## src/rtl/abort_trig_pkg.sv

```systemverilog
// Shared definitions for the abort trigger combiner.
// Assumes: output lanes are indexed by the enum below everywhere.
package abort_trig_pkg;

    // Index of each stretched trip lane
    typedef enum int unsigned {
        LANE_X    = 0,
        LANE_Y    = 1,
        LANE_LOSS = 2
    } trip_lane_e;

    localparam int unsigned N_LANES = 3;

    // Number of single-bit flags besides the position vectors
    localparam int unsigned N_MISC_FLAGS = 3;

endpackage

```

## src/rtl/abort_sync2.sv

```systemverilog
// Two-flop synchronizer for a vector of independent single-bit flags.
// Assumes: each bit is a level from an asynchronous comparator; bits are
// not required to stay coherent with each other across the crossing.
module abort_sync2 #(
    parameter int unsigned W = 1
) (
    input  logic         clk,
    input  logic         rst_n,
    input  logic [W-1:0] d_async,
    output logic [W-1:0] q_sync
);

    logic [W-1:0] meta_q;
    logic [W-1:0] stab_q;

    // Two register stages, both cleared by reset
    always_ff @(posedge clk) begin
        if (!rst_n) begin
            meta_q <= '0;
            stab_q <= '0;
        end else begin
            meta_q <= d_async;
            stab_q <= meta_q;
        end
    end

    assign q_sync = stab_q;

endmodule

```

## src/rtl/abort_trip_merge.sv

```systemverilog
// Reduces synchronized flags to one fire request per trip lane.
// X and Y position flags are ORed per axis; X, Y and loss-rate requests
// are gated by the current-high flag, while bunch overcharge bypasses it.
// Assumes: all inputs are already synchronous to clk.
module abort_trip_merge
    import abort_trig_pkg::*;
#(
    parameter int unsigned N_XCH = 4,
    parameter int unsigned N_YCH = 2
) (
    input  logic [N_XCH-1:0]   x_hi_s,
    input  logic [N_XCH-1:0]   x_lo_s,
    input  logic [N_YCH-1:0]   y_hi_s,
    input  logic [N_YCH-1:0]   y_lo_s,
    input  logic               rate_s,
    input  logic               cur_s,
    input  logic               bunch_s,
    output logic [N_LANES-1:0] fire
);

    logic x_any;
    logic y_any;

    // Per-axis OR across every channel and both polarities
    always_comb begin
        x_any = (|x_hi_s) | (|x_lo_s);
        y_any = (|y_hi_s) | (|y_lo_s);
    end

    // Current gate, with bunch overcharge ungated on the shared lane
    always_comb begin
        fire            = '0;
        fire[LANE_X]    = cur_s & x_any;
        fire[LANE_Y]    = cur_s & y_any;
        fire[LANE_LOSS] = bunch_s | (cur_s & rate_s);
    end

endmodule

```

## src/rtl/abort_pulse_stretch.sv

```systemverilog
// Converts a fire request into an active-low pulse of WIDTH_CYC cycles.
// A request during a running pulse reloads the counter (retrigger).
// Assumes: WIDTH_CYC >= 1.
module abort_pulse_stretch #(
    parameter int unsigned WIDTH_CYC = 1600
) (
    input  logic clk,
    input  logic rst_n,
    input  logic fire,
    output logic pulse_n
);

    localparam int unsigned CW = $clog2(WIDTH_CYC + 1);

    logic [CW-1:0] remain_q;

    // Load on request, otherwise count down to zero
    always_ff @(posedge clk) begin
        if (!rst_n) begin
            remain_q <= '0;
        end else if (fire) begin
            remain_q <= CW'(WIDTH_CYC);
        end else if (remain_q != '0) begin
            remain_q <= remain_q - CW'(1);
        end
    end

    // Output is low while cycles remain
    assign pulse_n = (remain_q == '0);

endmodule

```

## src/rtl/abort_trig_combiner.sv

```systemverilog
// Top of the abort trigger combiner: synchronizes all comparator flags,
// merges them into gated lane requests and stretches each request into
// an active-low pulse. Current status is passed on unstretched.
// Assumes: one clock domain; inputs may be asynchronous to it.
module abort_trig_combiner
    import abort_trig_pkg::*;
#(
    parameter int unsigned N_XCH        = 4,
    parameter int unsigned N_YCH        = 2,
    parameter int unsigned PULSE_CYCLES = 1600
) (
    input  logic             clk,
    input  logic             rst_n,
    input  logic [N_XCH-1:0] x_hi,
    input  logic [N_XCH-1:0] x_lo,
    input  logic [N_YCH-1:0] y_hi,
    input  logic [N_YCH-1:0] y_lo,
    input  logic             rate_trip,
    input  logic             cur_high,
    input  logic             bunch_over,
    output logic             x_trip_n,
    output logic             y_trip_n,
    output logic             loss_trip_n,
    output logic             cur_status
);

    localparam int unsigned SW = 2 * N_XCH + 2 * N_YCH + N_MISC_FLAGS;

    logic [SW-1:0]      raw_flags;
    logic [SW-1:0]      syn_flags;
    logic [N_XCH-1:0]   x_hi_s;
    logic [N_XCH-1:0]   x_lo_s;
    logic [N_YCH-1:0]   y_hi_s;
    logic [N_YCH-1:0]   y_lo_s;
    logic               rate_s;
    logic               cur_s;
    logic               bunch_s;
    logic [N_LANES-1:0] lane_fire;
    logic [N_LANES-1:0] lane_pulse_n;

    // Pack every comparator flag into one vector for the crossing
    assign raw_flags = {x_hi, x_lo, y_hi, y_lo, rate_trip, cur_high, bunch_over};

    abort_sync2 #(.W(SW)) u_sync (
        .clk     (clk),
        .rst_n   (rst_n),
        .d_async (raw_flags),
        .q_sync  (syn_flags)
    );

    // Unpack the synchronized flags in the same order
    assign {x_hi_s, x_lo_s, y_hi_s, y_lo_s, rate_s, cur_s, bunch_s} = syn_flags;

    abort_trip_merge #(
        .N_XCH (N_XCH),
        .N_YCH (N_YCH)
    ) u_merge (
        .x_hi_s  (x_hi_s),
        .x_lo_s  (x_lo_s),
        .y_hi_s  (y_hi_s),
        .y_lo_s  (y_lo_s),
        .rate_s  (rate_s),
        .cur_s   (cur_s),
        .bunch_s (bunch_s),
        .fire    (lane_fire)
    );

    // One stretcher per trip lane
    for (genvar g = 0; g < N_LANES; g++) begin : g_lane
        abort_pulse_stretch #(.WIDTH_CYC(PULSE_CYCLES)) u_stretch (
            .clk     (clk),
            .rst_n   (rst_n),
            .fire    (lane_fire[g]),
            .pulse_n (lane_pulse_n[g])
        );
    end

    assign x_trip_n    = lane_pulse_n[LANE_X];
    assign y_trip_n    = lane_pulse_n[LANE_Y];
    assign loss_trip_n = lane_pulse_n[LANE_LOSS];
    assign cur_status  = cur_s;

endmodule

```

## config.mk

```make
export PLATFORM = sky130hd
export DESIGN_NAME = abort_trig_combiner
export DESIGN_NICKNAME = d
export VERILOG_FILES = /design/src/rtl/abort_trig_pkg.sv /design/src/rtl/abort_sync2.sv /design/src/rtl/abort_trip_merge.sv /design/src/rtl/abort_pulse_stretch.sv /design/src/rtl/abort_trig_combiner.sv
export SDC_FILE = /design/constraint.sdc
export NUM_CORES = 1
export LEC_CHECK = 0
export BUFFER_PORTS_ARGS = -buffer_cell sky130_fd_sc_hd__buf_4
export CAP_MARGIN = 5
export CORE_MARGIN = 2
export CORE_UTILIZATION = 25
export CTS_CLUSTER_SIZE = 30
export DETAILED_ROUTE_END_ITERATION = 7
export SLEW_MARGIN = 20
export SYNTH_ARGS = -nofsm -noshare
export SYNTH_HDL_FRONTEND = slang
export SYNTH_SLANG_ARGS = --single-unit
```

## constraint.sdc

```tcl
create_clock -name clk -period 2.3 [get_ports clk]
set_input_delay 0.115 -clock clk [delete_from_list [all_inputs] [get_ports clk]]
set_output_delay 0.115 -clock clk [all_outputs]
set_load 0.01 [all_outputs]
```

Yosys cells after proc, flatten, opt, wreduce, memory -nomap -nowiden
Cells that the tools add are included.
- output and inout port bits: 4
- input port bits: 17
- flip-flop bits (word level): 63
- logic and storage cells: 40
- reductions and logical operators: 16
- bitwise gates (word level): 7
- mux-type cells: 6
- add/sub/neg operators: 3
- operator list (kind ; number):
    $mux 11 ; 6
    $logic_not 11->1 ; 3
    $reduce_bool 11->1 ; 3
    $sub 11x1->11 const B ; 3
    $reduce_or 2->1 ; 5
    $reduce_or 4->1 ; 2
    $reduce_bool 2->1 ; 3
    $and 1x1->1 ; 3
    $or 1x1->1 ; 3
    $not 1->1 ; 1

Longest topological paths before layout
- word-level depth: 4
- gate-level depth with buffers: 7
- depth with buffers taken out: 6

Hierarchy
A second synthesis with hierarchy kept.
- cell total of the unflattened synthesis: 263
- area, all modules: 2596.2 um2
- modules (own cells, without submodules) (module ; cells each ; area an instance (um2) ; sequential area each (um2) ; times used):
    abort_pulse_stretch ; 65 ; 581.8 ; 220.2 ; 3
    abort_sync2 ; 63 ; 812.0 ; 600.6 ; 1
    abort_trip_merge ; 5 ; 38.8 ; 0.0 ; 1

Worst setup path before layout
Ideal clock, no wire load.
- path type: register to register
- start point: reg g_lane[0].u_stretch.remain_q[0]
- end point: reg g_lane[0].u_stretch.remain_q[3]
- path buffers: 1
- required time: 2.229 ns
- stages on the path, launching flop included: 8
- setup time: 0.071 ns
- path slack: 0.694 ns
- period minus slack after synthesis: 1.606 ns
- data arrival time: 1.535 ns
- path through: dfxtp_1 -> inv_1 -> ha_1 -> nor2b_1 -> and4_1 -> buf_2 -> or3_1 -> a21oi_1
- cells in the longest elaborated chain, start to end: 1
- elaborated cells on any way between the ends: 2
- classes of those cells: add/sub: 1; reduce/logical: 1
- RTL lines (what ; line ; RTL):
    start: declaration ; abort_pulse_stretch.sv:15 ; logic [CW-1:0] remain_q;
    start signal: assignment ; abort_pulse_stretch.sv:22 ; remain_q <= CW'(WIDTH_CYC);
    start signal: assignment ; abort_pulse_stretch.sv:24 ; remain_q <= remain_q - CW'(1);
    $sub 11x1->11 / $reduce_bool 11->1 (equally long branches) ; abort_pulse_stretch.sv:24, abort_pulse_stretch.sv:23 ;
Several ways; a longest one is shown, not always the timed one.
A chain may end at the register's enable or synchronous reset.

Final worst setup path
- start point: reg g_lane[0].u_stretch.remain_q[6]
- end point: out x_trip_n
- cells in the longest elaborated chain, start to end: 1
- RTL lines (what ; line ; RTL):
    $logic_not 11->1 ; abort_pulse_stretch.sv:29 ; assign pulse_n = (remain_q == '0);
    end: declaration ; abort_trig_combiner.sv:21 ; output logic x_trip_n,
No other way between the ends.

==> impl_metrics.ini <==
[global_route]
use_met1 = 0.1107
use_met3 = 0.02441
grt_max_degree = 38
grt_use_met2 = 0.1357
grt_pass1_vias = 1693
grt_pass1_wl_um = 7272
antenna_found_initial = 0
grt_overflow_total = 0
track_usage = 0.08788
top_usage_layer = met2

[place]
routabilityCongestion = 0.7828
port_buffers = 20
place_hpwl_um = 2787

[clock_network]
cts_setup_buffers = 0
htree_levels = 3
cts_root_buffer = clkbuf_8
cts_tree = built
insertion_delay_ps = 330
cts_buffers = 9
clk_pin_slew_ps = 80
numClockSinks = 63
clock_path_buffers = 2

[drt]
ant_nets = 0
finalWirelength_um = 4222
drt_iter0_markers = 66
viasPerCell = 4.358
drt_first_pass_iters = 4
via_count = 1852
wl_per_cell_um = 9.934
drcViolationCount = 0

[sta]
fmax_ghz = 0.5021
finClkSkew_ps = 11.07
setup_viol = 0
period_share = 0.8659
fin_crit_ps = 1992
tns_ps = 0
rsz0062_at_grt = no
slew_violations = 0
hold_viol = 0
slew_headroom = 0.6321
tightest_slew_ps = 547.6

[cells_and_area]
seqCellArea_um2 = 1261
layout.nets = 311
multi_input_area_um2 = 1099
areaGrowthSynthToFinish_pct = 26.17
final_util = 0.3285
final_layout_size_suffix_gt1_frac = 0.1554
fill_cells = 934
antenna_cells = 0

[synth]
synthArstFlopShare = 0
synth_area_um2 = 2429
yosys_warnings = 0
synth.area.top_cells = dfxtp_1 (52%), and2_1 (7.7%), nor2_1 (3.2%), xnor2_1 (3.2%), a21oi_1 (3.1%)
syn_nets = 269
ys_seq_area_frac = 0.5193
synth_edf_count = 0
ys.flop_type = dfxtp_1
syn_area_per_cell_um2 = 9.753
synth.distinct_cells = 41
ys_seq_elements = 63
yosys.area.top_type = dfxtp_1
yosysTopAreaCellShare = 0.5193
postSynthCellCount = 249

[worst_setup_path]
worstSetupPathType = register to output pin
cp_max_fo = 13
cp-start-kind = register
crit_family = simple AND/OR/NAND/NOR gates
cp_num_buf_inv = 1
arrival_ps = 1880
required_ps = 2180
slowest_stage = and4_1
r2r_slack_ps = 440
worstSetupEndpointType = output pin
crit_chain = nor3_1 -> and4_1 -> buf_4
cpPeakStageDelay_ps = 550

[flow_run]
maxCapViolCount = 0

[worst_hold_path]
hp-class = input pin to register

[status]
status = finished clean

[die]
core_um2 = 9328
die_h_um = 102.6
io_pins = 21
start_util = 0.2604
die_x_um = 102.6
rows = 35
design.die.area_um2 = 10520

[pwr]
ir_worst_vdd_mv = 0.4982
power_uw = 4025
powerDensity_nw_per_um2 = 1314
power_leakage_uw = 0.001200
==> final timing paths <==
| check | startpoint | endpoint | cells past startpoint |
|---|---|---|---|
| setup reg to reg | g_lane[0].u_stretch.remain_q[0]$_SDFFE_PP0P_ | g_lane[0].u_stretch.remain_q[9]$_SDFFE_PN0P_ | 6 |
| setup / recovery | g_lane[0].u_stretch.remain_q[6]$_SDFFE_PN0P_ | x_trip_n | 3 |
| hold / removal | rst_n | u_sync.q_sync[12]$_SDFF_PN0_ | 2 |
| hold reg to reg | u_sync.meta_q[12]$_SDFF_PN0_ | u_sync.q_sync[12]$_SDFF_PN0_ | 1 |
==> cells in the mapped netlist (2+ instances only) <==
cell,number
dfxtp_1,63
and2_1,30
nor2_1,21
a21oi_1,15
inv_1,11
xnor2_1,9
nand2_1,8
or4_1,8
a31oi_1,6
nor2b_1,6
or3_1,6
clkbuf_1,5
nand2b_1,5
nand3_1,5
nor3_1,5
o41ai_1,5
a211oi_1,4
o31ai_1,4
ha_1,3
nor4_1,3
o21ai_0,3
a311oi_1,2
mux2i_1,2
nand4_1,2
nand4b_1,2
==> power breakdown <==
group          internal [µW]  total, µW  switching, µW  leakage, µW
Sequential              1330       1570            233     0.000520
Clock                    423        856            433    0.0000849
Combinational            747       1600            858     0.000595
==> state kept, by name (all words and copies together), names as in the netlist <==
name,flops
u_sync.q_sync,15
g_lane.u_stretch.remain_q,33
u_sync.meta_q,15
==> cell usage in the layout (no fill, tap or decap), types with 2 or more instances in the layout <==
| master | netlist | routed |
|---|---|---|
| clkbuf_8 | 0 | 10 |
| nor4_1 | 3 | 3 |
| nand3_1 | 5 | 5 |
| nand4_1 | 2 | 2 |
| dlygate4sd3_1 | 0 | 15 |
| nor2_1 | 21 | 21 |
| o41ai_1 | 5 | 5 |
| nor3_1 | 5 | 5 |
| a21oi_1 | 15 | 15 |
| nand2_1 | 8 | 8 |
| dfxtp_1 | 63 | 63 |
| and2_1 | 30 | 30 |
| ha_1 | 3 | 3 |
| or4_1 | 8 | 8 |
| xnor2_1 | 9 | 9 |
| a31oi_1 | 6 | 6 |
| mux2i_1 | 2 | 2 |
| a311oi_1 | 2 | 2 |
| buf_4 | 0 | 22 |
| nor2b_1 | 6 | 6 |
| or3_1 | 6 | 6 |
| nand4b_1 | 2 | 2 |
| nand2b_1 | 5 | 5 |
| clkinvlp_4 | 0 | 3 |
| o21ai_0 | 3 | 3 |
| a211oi_1 | 4 | 4 |
| inv_1 | 11 | 11 |
| o31ai_1 | 4 | 4 |
==> metrics by stage <==
step	instance area, µm²	hold WS [ps]	setup WS, ps	std cells
2_1_floorplan	2429	242.3	694.0	249
3_3_place_gp	2731	325.5	505.5	394
3_5_place_dp	2731	326.0	446.7	394
4_1_cts	3064	196.2	292.3	425
5_1_grt	3064	211.7	152.8	425
6_report	3064	214.8	308.5	425
==> layout make-up <==
cell class,count,area share
Clock buffer,10,0.04492
Sequential cell,63,0.4116
Multi-Input combinational cell,168,0.3585
Clock inverter,6,0.01470
Inverter,12,0.01470
Tap cell,129,0.05267
Timing Repair Buffer,37,0.1029
==> metal layers <==
layer  up-vias  wire [µm]
met3         6        175
met1       834       2120
li1        974          -
met2        38       1858
met4         0         68
met5         -          0
==> logic make-up (layout without fill, tap and decap cells) <==
logic type | Yosys count | count (layout) | share of synthesized area
AND/OR/NAND/NOR | 107 | 107 | 0.2602
flip-flops | 63 | 63 | 0.5193
AO/OA/AOI/OAI | 46 | 46 | 0.1324
buffers and inverters | 18 | 65 | 0.02833
XOR/XNOR | 10 | 10 | 0.03607
adder cells (fa/ha/maj) | 3 | 3 | 0.01546
multiplexers | 2 | 2 | 0.008244
==> worst register-to-register path, stage by stage (launching register included) <==
cell and delay (ps):
dfxtp_1 330, inv_1 60, ha_1 220, nor2b_1 160
and4_1 320, or4_1 550, a31oi_1 160
==> what timing repair did <==
action                                  CTS  global route
hold buffers                             15             0
endpoints found under the hold margin    15             0
gates resized for setup                   0             0
endpoints found under the setup margin    0             0
Note: power is estimated with default switching activity, not from simulation.
